--- src/rtl/mw_wral_pkg.sv ---
package mw_wral_pkg;
  // opcode shared by fill, enable and disable
  localparam logic [1:0] OP_SPECIAL = 2'b00;

  // top two address bits select the special command
  typedef enum logic [1:0] {
    SEL_DIS   = 2'b00,
    SEL_FILL  = 2'b01,
    SEL_OTHER = 2'b10,
    SEL_EN    = 2'b11
  } sel_e;

  typedef enum logic [1:0] {
    PH_IDLE,
    PH_ERASE,
    PH_PROG,
    PH_HOLD
  } phase_e;
endpackage

--- src/rtl/mw_frame_rx.sv ---
module mw_frame_rx
  import mw_wral_pkg::*;
#(
  parameter int DATA_W      = 16,
  parameter int ADDR_W      = 6,
  parameter bit TRIG_ON_CLK = 1'b0
) (
  input  logic              clk,
  input  logic              rst,
  input  logic              chip_sel,
  input  logic              cs_fall,
  input  logic              sclk_rise,
  input  logic              ser_in,
  input  logic              busy,
  output logic              launch,
  output logic [DATA_W-1:0] fill_word,
  output logic              ewen,
  output logic              open_frame
);
  localparam int CMD_BITS = 2 + ADDR_W;
  localparam int FRAME_W  = CMD_BITS + DATA_W;
  localparam int CNT_W    = $clog2(FRAME_W + 1);
  localparam int SH_W     = (DATA_W > CMD_BITS) ? DATA_W - 1 : CMD_BITS - 1;

  logic             started, done, armed;
  logic [CNT_W-1:0] cnt;
  logic [SH_W-1:0]  sreg;
  logic [1:0]       op;
  sel_e             sel;

  // bits already shifted in, examined with the last command bit on the wire
  assign op  = sreg[CMD_BITS-2 -: 2];
  assign sel = sel_e'(sreg[ADDR_W-2 -: 2]);
  assign open_frame = started & ~done;

  always_ff @(posedge clk) begin
    launch <= 1'b0;
    if (rst) begin
      started   <= 1'b0;
      done      <= 1'b0;
      armed     <= 1'b0;
      cnt       <= '0;
      sreg      <= '0;
      ewen      <= 1'b0;
      fill_word <= '0;
    end else if (!chip_sel) begin
      if (cs_fall && armed) launch <= 1'b1;
      started <= 1'b0;
      done    <= 1'b0;
      armed   <= 1'b0;
      cnt     <= '0;
    end else if (sclk_rise && !busy) begin
      if (!started) begin
        started <= ser_in;
        cnt     <= '0;
      end else if (!done) begin
        sreg <= {sreg[SH_W-2:0], ser_in};
        cnt  <= cnt + 1'b1;
        if (cnt == CNT_W'(CMD_BITS - 1)) begin
          if (op != OP_SPECIAL) begin
            done <= 1'b1;
          end else begin
            case (sel)
              SEL_EN:   begin ewen <= 1'b1; done <= 1'b1; end
              SEL_DIS:  begin ewen <= 1'b0; done <= 1'b1; end
              SEL_FILL: ;
              default:  done <= 1'b1;
            endcase
          end
        end
        if (cnt == CNT_W'(FRAME_W - 1)) begin
          done <= 1'b1;
          if (ewen) begin
            fill_word <= {sreg[DATA_W-2:0], ser_in};
            if (TRIG_ON_CLK) launch <= 1'b1;
            else             armed  <= 1'b1;
          end
        end
      end
    end
  end


  fill_needs_enable_chk: assert property (@(posedge clk) disable iff (rst)
    launch |-> ewen);

  generate
    if (!TRIG_ON_CLK) begin : g_cs_trig

      cs_trigger_low_chk: assert property (@(posedge clk) disable iff (rst)
        launch |-> !chip_sel);
    end
  endgenerate
endmodule

--- src/rtl/mw_fill_seq.sv ---
module mw_fill_seq
  import mw_wral_pkg::*;
#(
  parameter int DATA_W      = 16,
  parameter int ADDR_W      = 6,
  parameter int PROG_CYCLES = 200
) (
  input  logic              clk,
  input  logic              rst,
  input  logic              launch,
  input  logic [DATA_W-1:0] fill_word,
  output logic              busy,
  output logic              wr_en,
  output logic [ADDR_W-1:0] wr_addr,
  output logic [DATA_W-1:0] wr_data
);
  // PROG_CYCLES must be at least twice the word count
  localparam int CNT_W = $clog2(PROG_CYCLES + 1);
  localparam logic [ADDR_W-1:0] LAST_IDX = {ADDR_W{1'b1}};
  localparam logic [CNT_W-1:0]  END_CNT  = CNT_W'(PROG_CYCLES - 1);

  phase_e            ph;
  logic [ADDR_W-1:0] idx;
  logic [CNT_W-1:0]  tcnt;
  logic [DATA_W-1:0] word_q;

  always_ff @(posedge clk) begin
    if (rst) begin
      ph     <= PH_IDLE;
      idx    <= '0;
      tcnt   <= '0;
      word_q <= '0;
    end else begin
      case (ph)
        PH_IDLE: if (launch) begin
          ph     <= PH_ERASE;
          idx    <= '0;
          tcnt   <= '0;
          word_q <= fill_word;
        end
        PH_ERASE: begin
          tcnt <= tcnt + 1'b1;
          idx  <= idx + 1'b1;
          if (idx == LAST_IDX) ph <= PH_PROG;
        end
        PH_PROG: begin
          tcnt <= tcnt + 1'b1;
          idx  <= idx + 1'b1;
          if (idx == LAST_IDX) ph <= (tcnt == END_CNT) ? PH_IDLE : PH_HOLD;
        end
        PH_HOLD: begin
          tcnt <= tcnt + 1'b1;
          if (tcnt == END_CNT) ph <= PH_IDLE;
        end
        default: ph <= PH_IDLE;
      endcase
    end
  end

  assign busy    = (ph != PH_IDLE);
  assign wr_en   = (ph == PH_ERASE) || (ph == PH_PROG);
  assign wr_addr = idx;
  assign wr_data = (ph == PH_ERASE) ? '1 : word_q;
endmodule

--- src/rtl/mw_array.sv ---
module mw_array #(
  parameter int DATA_W = 16,
  parameter int ADDR_W = 6
) (
  input  logic              clk,
  input  logic              we,
  input  logic [ADDR_W-1:0] waddr,
  input  logic [DATA_W-1:0] wdata,
  input  logic [ADDR_W-1:0] raddr,
  output logic [DATA_W-1:0] rdata
);
  localparam int WORDS = 1 << ADDR_W;

  logic [DATA_W-1:0] mem [0:WORDS-1];

  always_ff @(posedge clk) begin
    if (we) mem[waddr] <= wdata;
    rdata <= mem[raddr];
  end
endmodule

--- src/rtl/mw_status.sv ---
module mw_status #(
  parameter int CSL_CYC = 13
) (
  input  logic clk,
  input  logic rst,
  input  logic chip_sel,
  input  logic cs_rise,
  input  logic cs_fall,
  input  logic launch,
  input  logic busy,
  input  logic open_frame,
  output logic drive
);
  localparam int LC_W = $clog2(CSL_CYC + 1);
  localparam logic [LC_W-1:0] LC_MAX = LC_W'(CSL_CYC);

  logic [LC_W-1:0] lowcnt;
  logic            show, report;

  always_ff @(posedge clk) begin
    if (rst) begin
      lowcnt <= '0;
      show   <= 1'b0;
      report <= 1'b0;
    end else begin
      if (!chip_sel) begin
        show <= 1'b0;
        if (lowcnt != LC_MAX) lowcnt <= lowcnt + 1'b1;
      end else begin
        lowcnt <= '0;
        if (cs_rise && lowcnt == LC_MAX) show <= 1'b1;
      end
      if (launch)                                report <= 1'b1;
      else if (cs_fall && open_frame && !busy)   report <= 1'b0;
    end
  end

  assign drive = show & report;


  release_on_low_chk: assert property (@(posedge clk) disable iff (rst)
    !chip_sel |=> !drive);


  start_clears_chk: assert property (@(posedge clk) disable iff (rst)
    (cs_fall && open_frame && !busy && !launch) |=> !report);
endmodule

--- src/rtl/mw_wral_engine.sv ---
module mw_wral_engine #(
  parameter int DATA_W      = 16,
  parameter int ADDR_W      = 6,
  parameter int PROG_CYCLES = 200,
  parameter int CLK_NS      = 20,
  parameter int CSL_NS      = 250,
  parameter bit TRIG_ON_CLK = 1'b0
) (
  input  logic              clk,
  input  logic              rst,
  input  logic              chip_sel,
  input  logic              ser_clk,
  input  logic              ser_in,
  output logic              ser_out,
  output logic              ser_out_en,
  input  logic [ADDR_W-1:0] rd_addr,
  output logic [DATA_W-1:0] rd_data
);
  localparam int CSL_CYC = (CSL_NS + CLK_NS - 1) / CLK_NS;

  logic cs_d, sclk_d;
  logic cs_rise, cs_fall, sclk_rise;
  logic launch, ewen, open_frame, busy, drive;
  logic wr_en;
  logic [ADDR_W-1:0] wr_addr;
  logic [DATA_W-1:0] wr_data, fill_word;

  always_ff @(posedge clk) begin
    if (rst) begin
      cs_d   <= 1'b0;
      sclk_d <= 1'b0;
    end else begin
      cs_d   <= chip_sel;
      sclk_d <= ser_clk;
    end
  end

  assign cs_rise   = chip_sel & ~cs_d;
  assign cs_fall   = ~chip_sel & cs_d;
  assign sclk_rise = ser_clk & ~sclk_d;

  mw_frame_rx #(.DATA_W(DATA_W), .ADDR_W(ADDR_W), .TRIG_ON_CLK(TRIG_ON_CLK)) u_rx (
    .clk(clk), .rst(rst), .chip_sel(chip_sel), .cs_fall(cs_fall),
    .sclk_rise(sclk_rise), .ser_in(ser_in), .busy(busy), .launch(launch),
    .fill_word(fill_word), .ewen(ewen), .open_frame(open_frame)
  );

  mw_fill_seq #(.DATA_W(DATA_W), .ADDR_W(ADDR_W), .PROG_CYCLES(PROG_CYCLES)) u_seq (
    .clk(clk), .rst(rst), .launch(launch), .fill_word(fill_word), .busy(busy),
    .wr_en(wr_en), .wr_addr(wr_addr), .wr_data(wr_data)
  );

  mw_array #(.DATA_W(DATA_W), .ADDR_W(ADDR_W)) u_mem (
    .clk(clk), .we(wr_en), .waddr(wr_addr), .wdata(wr_data),
    .raddr(rd_addr), .rdata(rd_data)
  );

  mw_status #(.CSL_CYC(CSL_CYC)) u_stat (
    .clk(clk), .rst(rst), .chip_sel(chip_sel), .cs_rise(cs_rise),
    .cs_fall(cs_fall), .launch(launch), .busy(busy),
    .open_frame(open_frame), .drive(drive)
  );

  assign ser_out    = ~busy;
  assign ser_out_en = drive;


  erase_first_chk: assert property (@(posedge clk) disable iff (rst)
    launch |=> (busy && wr_en && wr_addr == '0 && wr_data == '1));


  no_launch_busy_chk: assert property (@(posedge clk) disable iff (rst)
    busy |-> !launch);
endmodule

--- config.mk ---
export PLATFORM = sky130hd
export DESIGN_NAME = mw_wral_engine
export DESIGN_NICKNAME = d
export VERILOG_FILES = /design/src/rtl/mw_wral_pkg.sv /design/src/rtl/mw_frame_rx.sv /design/src/rtl/mw_fill_seq.sv /design/src/rtl/mw_array.sv /design/src/rtl/mw_status.sv /design/src/rtl/mw_wral_engine.sv
export SDC_FILE = /design/constraint.sdc
export NUM_CORES = 1
export LEC_CHECK = 0
export ABC_AREA = 1
export BUFFER_PORTS_ARGS = -buffer_cell sky130_fd_sc_hd__buf_2
export CAP_MARGIN = 0
export CORE_ASPECT_RATIO = 1.25
export CORE_UTILIZATION = 40
export DETAILED_ROUTE_END_ITERATION = 8
export GPL_TIMING_DRIVEN = 0
export MAX_ROUTING_LAYER = met4
export REMOVE_ABC_BUFFERS = 1
export SYNTH_ARGS = -nofsm -noshare
export SYNTH_HDL_FRONTEND = slang
export SYNTH_HIERARCHICAL = 1
export SYNTH_SLANG_ARGS = --single-unit
--- constraint.sdc ---
create_clock -name clk -period 7.5 [get_ports clk]
set_input_delay 1.5 -clock clk [delete_from_list [all_inputs] [get_ports clk]]
set_output_delay 1.5 -clock clk [all_outputs]
set_load 0.02 [all_outputs]
==> metrics.md, run 1 <==
| Metric | Value |
|---|---|
| Max clock buf depth | 3 |
| Headroom to the max-slew limit | 0.0480 |
| CP arrival | a little over 5 ns |
| Sw Ratio | 0.221 |
| Overall die height | 380 µm |
| Core area | 113000 µm² |
| Initial DRC count | 2505 |
| Main flop type after synthesis | edfxtp_1 |
| Cts repair resizes | 0 |
| Max VDD drop | 0.192 mV |
| Combinational power share | 0.053 |
| Synthesis Warnings | 6 |
| DRC viols | 0 |
| First-pass GRT wire length | 173000 µm |
| Routability cong. | between 0.8 and 0.9 |
| Crit end category | flip-flop |
| Largest net degree at the start of global routing | 219 |
| CTS Sinks | around 1100 |
| DRT Wirelength | between 100000 and 150000 µm |
| Pre-antenna DRT Iters | 5 |
| Non-filler instance count after layout | 5563 |
| Reg-to-Reg End | u_mem/mem[58][6] |
| Critical path launch point type | primary input |
| Hold Path Sink | u_rx/launch |
| Post-DR wirelength/cell | 20.7 µm |
| R2R depth | 4 |
| Setup repair bufs after CTS | 0 |
| Crit path time final | roughly 4.6 ns |
| Hold path cells | 2 |
| Sequential share of the synthesized area | 0.715 |
| CTS Buf Count | 110 |
| Placed cells | 5360 |
| GRT Total Usage | 0.203 |
| Syn Inst Count | slightly above 4000 |
| Vias in the first global route | roughly 28000 |
| Crit Path Max Fanout | ~220 |
| Via count | 29395 |
| Clk slew on worst S/H paths | 0.07 ns |
| CP required | 8.04 ns |
| Row cnt | 138 |
| Critical path class | in2reg |
| RSZ-0062 raised after global routing | false |
| #FFs+latches synth | approximately 1100 |
| HPWL reported at the end of detailed placement | between 60000 and 70000 µm |
| Most frequent cells in the layout | nand2_1, edfxtp_1, nand3_1 |
| Number of flops mapped to enable cells by yosys | 1024 |
| Clock tree from TritonCTS | built |
| Net Sw Power | about 2.8 mW |
| Max Cap Viol | 0 |
| Seq pwr share | 0.528 |
| Final setup fails | 0 |
| Leakage power | between 15 and 20 nW |
| PortBufs | 28 |
| Hold_buf cts | 0 |
| Die width | 304 µm |
| Area Overhead vs Synth | 12.0% |
| Reg-to-reg slack, setup | between 4 and 5 ns |
| Min-Delay Path Class | reg2reg |
| FF-to-FF Start | u_seq/ph[1] |
| Root Buffer | clkbuf_16 |
| Mapped cell area | 45700 µm² |
| Finished Core Util | 0.452 |
| Die area | 116000 µm² |
| Internal Power | 9.92 mW |
| Storage element area | ~33000 µm² |
| Power Density | 249 nW/µm² |
| Fin. Hold Viols | 0 |
| Initial core utilization | 0.404 |
| Clock power frac | 0.419 |
| Status | finished, final reports clean |
| Most common cell after layout, fill and taps aside | nand2_1 |
| Vias per cell | 5.28 |
| Min-delay src | u_rx/armed |
| Final period utilization | 0.618 |
| Max-slew violation count | 0 |
| Ports | 29 |
| Routed Antenna Nets | 0 |
| Share of flip-flops with an asynchronous set or reset | 0 |
| Fin nets | 4026 |
| Avg Cell Area, Syn | 11.4 µm² |
| Tightest Pin Transition | 1.43 ns |
| Netlist cell types | 36 |
| Worst Skew | 0.0269 ns |
| Fmax | 216 MHz |
| Multi-input gate area | 11400 µm² |
| Grt ovf | 0 |
| Initial antenna violation count | 0 |
| Setup TNS | 0 ns |
| H-tree depth | 3 |
| Worst hold margin | 0.443 ns |
| Filler cells | 10231 |
| Worst-Skew Late Latency | 0.71 ns |
| Share of cells above drive strength 1 | 0.0887 |
==> cells in the mapped netlist (6+ instances only) <==
cell	n	area [µm²]
buf_4	19	143
buf_6	51	574
buf_2	122	611
o21ai_0	22	110
buf_1	17	63.8
nand2_1	1398	5250
nor2_1	147	552
nand3_1	899	4500
dfxtp_1	97	1940
or2_2	18	113
ha_1	12	150
a21oi_1	49	245
nor4_1	8	50.1
nor3_1	6	30.0
clkbuf_1	31	116
inv_1	66	248
nand4_1	13	81.3
edfxtp_1	1024	30700
==> worst max-delay path by stage <==
stage,end,slack (ns),cells after the start,start
after global placement,u_mem/rdata[13],-9.17,10,rd_addr[0]
after floorplan,u_mem/rdata[6],3.28,8,rd_addr[1]
after CTS,u_mem/rdata[13],2.79,13,rd_addr[0]
final,u_mem/rdata[13],2.87,13,rd_addr[0]
after global routing,u_mem/rdata[6],2.62,13,rd_addr[0]
after detailed placement,u_mem/rdata[13],2.05,13,rd_addr[0]
==> per-layer routing <==
metal	wire (µm)	global-route usage	vias up
met2	56900	0.334	1013
li1	-	-	13952
met4	3530	0.0723	0
met3	7730	0.0280	171
met1	47200	0.258	14259
met5	0	-	-
==> logic make-up (layout without fill, tap and decap cells) <==
group | count (synthesis) | count (layout) | share of synthesized area
fa+ha+maj | 12 | 12 | 0.00328
buf+inv | 313 | 381 | 0.0394
compound gates | 79 | 79 | 0.00901
other cells | 0 | 1 | 0
simple gates | 2498 | 2498 | 0.233
xor+xnor | 1 | 1 | 0.000192
flops | 1121 | 1121 | 0.715
==> power by group through the flow <==
| stage | clock network, mW | logic [mW] | registers, mW |
|---|---|---|---|
| after floorplan | 0 | 0.358 | 6.88 |
| after global placement | 0 | 0.819 | 6.86 |
| after detailed placement | 0 | 0.666 | 6.86 |
| after CTS | 5.43 | 0.668 | 6.73 |
| after global routing | 5.68 | 0.738 | 6.73 |
| final | 5.34 | 0.669 | 6.73 |
==> through the flow <==
step	total power [mW]	instance area, µm²	setup WS (ns)
after floorplan	7.23	44200	3.28
after detailed placement	7.53	47700	2.05
after global routing	13.1	51200	2.62
final	12.7	51200	2.87
after global placement	7.68	46200	-9.17
after CTS	12.8	51100	2.79
==> state kept, by name, indices dropped and copies added, names as in the netlist, 2 cells and up <==
register	count
u_seq/word_q	16
u_rx/cnt	5
u_rx/sreg	15
u_seq/ph	2
u_seq/tcnt	8
u_mem/rdata	16
u_mem/mem	1024
u_seq/wr_addr	6
u_stat/lowcnt	4
u_rx/fill_word	16
==> worst max-delay path: stages <==
cell,delay (ns)
buf_8,0.52
buf_16,0.47
inv_16,0.25
buf_16,0.32
buf_16,0.37
nand2_1,0.21
nand3_1,0.09
nand3_1,0.14
nand2_1,0.08
nand2_1,0.09
nand3_1,0.08
nand3_1,0.39
nand2_1,0.18
==> cell type report <==
cell class / count / share of cell area
sequential: 1121 / 0.639
multi-input combinational: 2590 / 0.224
clock buffer: 138 / 0.0566
tap: 1470 / 0.0359
timing repair buffer: 108 / 0.0288
clock inverter: 63 / 0.0107
inverter: 72 / 0.00589
antenna: 1 / 0.0000489
No activity file was read; power rests on OpenSTA's default activity.
==> run 2: changes to the inputs <==
--- a/config.mk
+++ b/config.mk
@@ -5,7 +5,7 @@
 export SDC_FILE = /design/constraint.sdc
 export NUM_CORES = 1
 export LEC_CHECK = 0
-export ABC_AREA = 1
+export ABC_AREA = 0
 export BUFFER_PORTS_ARGS = -buffer_cell sky130_fd_sc_hd__buf_2
 export CAP_MARGIN = 0
 export CORE_ASPECT_RATIO = 1.25
==> constraint.sdc (replaced) <==
create_clock -name clk -period 4.4 [get_ports clk]
set_input_delay 0.88 -clock clk [delete_from_list [all_inputs] [get_ports clk]]
set_output_delay 0.88 -clock clk [all_outputs]
set_load 0.02 [all_outputs]
==> metrics.md, run 2 <==
| Metric | Value |
|---|---|
| Commonest cells post-synth | edfxtp_1, mux4_2, mux2i_1, nand2_1, dfxtp_1 |
| Max-slew violation count | 0 (unchanged) |
| Final setup fails | 0 (unchanged) |
| Initial core utilization | 0.403 (about the same) |
| Headroom to the max-slew limit | 0.140 (+0.0915) |
| Clk slew on worst S/H paths | 0.06 ns (about the same) |
| DRC viols | 0 (unchanged) |
| Synth area leader | edfxtp_1 |
| Worst hold margin | 0.429 ns (-0.0143 ns) |
| Fin nets | 2360 (-41%) |
| CTS Sinks | 1121 (unchanged) |
| Routability cong. | 0.778 (-3.4%) |
| Post-synthesis xor/xnor area fraction | 0.00120 (+0.00101) |
| Die width | 298 µm (-2.2%) |
| Vias per cell | 5.56 (+5.2%) |
| Root Buffer | clkbuf_16 |
| Number of flops mapped to enable cells by yosys | 1024 (unchanged) |
| Largest family of logic cells by synthesized area | multiplexers |
| Area Overhead vs Synth | 14.0% |
| Filler cells | 9088 (-11%) |
| Die area | 111000 µm² (-4.3%) |
| Most common cell after layout, fill and taps aside | edfxtp_1 |
| Sequential share of the synthesized area | 0.747 (+0.0320) |
| Max VDD drop | 0.322 mV (+67%) |
| Max FFs per register | 1024 (unchanged) |
| #FFs+latches synth | 1121 (unchanged) |
| CP required | 4.88 ns (-3.16 ns) |
| Crit path cell chain | buf_8, buf_16, mux4_2, mux2i_1, a22oi_1, a31oi_1, a311oi_1 |
| Setup TNS | 0 ns (unchanged) |
| Crit path time final | 3.36 ns |
| Max clock buf depth | 3 (unchanged) |
| Hold_buf cts | 0 (unchanged) |
| Vias in the first global route | 22219 (-20%) |
| PortBufs | 28 (unchanged) |
| Largest net degree at the start of global routing | 110 (-50%) |
| Initial antenna violation count | 3 (+3) |
| Top cells by area, synth | edfxtp_1, mux4_2, dfxtp_1 |
| Min-Delay Path Class | in2reg |
| Fmax | 297 MHz |
| Biggest register | u_mem/mem |
| Post-synthesis compound-gate area fraction | 0.0342 (+0.0252) |
| CP bufs+invs | 2 (-3) |
| Power Density | 446 nW/µm² (+79%) |
| Synthesis Warnings | 6 (unchanged) |
| Simple-Gate Fraction of Synth Area | 0.0478 (-0.185) |
| Max Cap Viol | 0 (unchanged) |
| Most common cell in the synthesized netlist | edfxtp_1 |
| Avg Cell Area, Syn | 19.4 µm² (+71%) |
| Worst Skew | 0.0317 ns (+0.00485 ns) |
| Overall die height | 372 µm (-2.2%) |
| Initial DRC count | 1816 (-28%) |
| Post-DR wirelength/cell | 25.9 µm (+25%) |
| Setup repair bufs after CTS | 0 (unchanged) |
| Final period utilization | 0.765 |
| Mapped cell area | 43800 µm² (-4.3%) |
| Main flop type after synthesis | edfxtp_1 |
| CP arrival | 3.84 ns (-1.34 ns) |
| CTS Buf Count | 107 (-2.7%) |
| Netlist cell types | 71 (+97%) |
| Leakage power | 15.9 nW (-10%) |
| Ports | 29 (unchanged) |
| Crit end category | flip-flop |
| Routed Antenna Nets | 0 (unchanged) |
| Cts repair resizes | 0 (unchanged) |
| Most frequent cells in the layout | edfxtp_1, mux4_2, clkbuf_16 |
| Grt ovf | 0 (unchanged) |
| GRT Total Usage | 0.188 (-0.0158) |
| Share of flip-flops with an asynchronous set or reset | 0 (unchanged) |
| Critical path launch point type | primary input |
| Slowest CP cell | mux4_2 |
| Critical path class | in2reg |
| DRT Wirelength | 100000 µm (-13%) |
| H-tree depth | 3 (unchanged) |
| Share of cells above drive strength 1 | 0.245 (+0.156) |
| HPWL reported at the end of detailed placement | 60700 µm (-1.9%) |
| Via count | 21510 (-27%) |
| Yosys top cell area share | 0.703 (+0.0301) |
| Status | finished, final reports clean |
| Adder-Cell Fraction of Synth Area | 0.00343 (+0.000147) |
| Multiplexer area fraction after synthesis | 0.146 (+0.146) |
| Tightest Pin Transition | 1.29 ns (-0.137 ns) |
| Syn Inst Count | 2253 (-44%) |
| RSZ-0062 raised after global routing | false |
| Top delay family on crit path | buffers and inverters |
| Core area | 108000 µm² (-4.3%) |
| Crit Path Max Fanout | 71 (-67%) |
| Slowest cell delay on critical path | 0.59 ns (+0.07 ns) |
| Fin. Hold Viols | 0 (unchanged) |
| Pre-antenna DRT Iters | 5 (unchanged) |
| Worst-Skew Late Latency | 0.68 ns (-0.03 ns) |
| Clock tree from TritonCTS | built |
| Row cnt | 135 (-2.2%) |
| First-pass GRT wire length | 149000 µm (-14%) |
run 2: path summary, 6_finish.rpt:
path	start	endpoint	slack [ns]	cells after the start
setup / recovery	rd_addr[0]	u_mem/rdata[0]	1.04	7
hold / removal	ser_clk	sclk_d	0.43	2
setup reg to reg	u_seq/ph[1]	u_mem/mem[46][0]	1.09	6
hold reg to reg	u_seq/word_q[6]	u_seq/word_q[6]	0.45	2
run 2: area by class of cell:
type	instances	area (µm²)	share of cell area
Timing Repair Buffer	102	1410	0.0282
Clock inverter	53	536	0.0107
Antenna cell	2	5.00	0.000100
Sequential cell	1121	32700	0.656
Multi-Input combinational cell	994	10400	0.208
Clock buffer	150	2990	0.0600
Tap cell	1438	1800	0.0361
Inverter	11	41.3	0.000828
run 2: metrics by stage:
stage / setup slack, ns / power [mW] / util / instance area [µm²] / cells
floorplan: 1.60 / 12.6 / - / 42900 / 2126
global placement: -6.91 / 13.3 / 0.414 / 44900 / 3592
detailed placement: 0.307 / 13.3 / 0.426 / 46200 / 3663
CTS: 1.02 / 22.4 / 0.459 / 49800 / 3866
global route: 0.916 / 22.9 / 0.460 / 49900 / 3870
finish: 1.04 / 22.2 / 0.460 / 49900 / 3871
run 2: where the power goes:
group	total [mW]	switching (mW)	internal [mW]	leakage, nW
Clock	9.17	3.84	5.33	1.72
Sequential	11.8	0.0130	11.8	10.3
Combinational	1.21	0.848	0.366	3.87
run 2: cells by family (layout without fill, tap and decap cells):
| logic type | after synthesis | in the layout |
|---|---|---|
| buf+inv | 138 | 316 |
| other cells | 0 | 2 |
| simple gates | 402 | 402 |
| fa+ha+maj | 12 | 12 |
| xor+xnor | 6 | 6 |
| mux | 354 | 354 |
| compound gates | 220 | 220 |
| flops | 1121 | 1121 |
run 2: routing by layer:
layer / vias to the layer above / routed length, µm / track usage
met4: 0 / 2130 / 0.0525
li1: 9338 / - / -
met5: - / 0 / -
met3: 114 / 5790 / 0.0269
met2: 667 / 52200 / 0.321
met1: 11391 / 40000 / 0.233
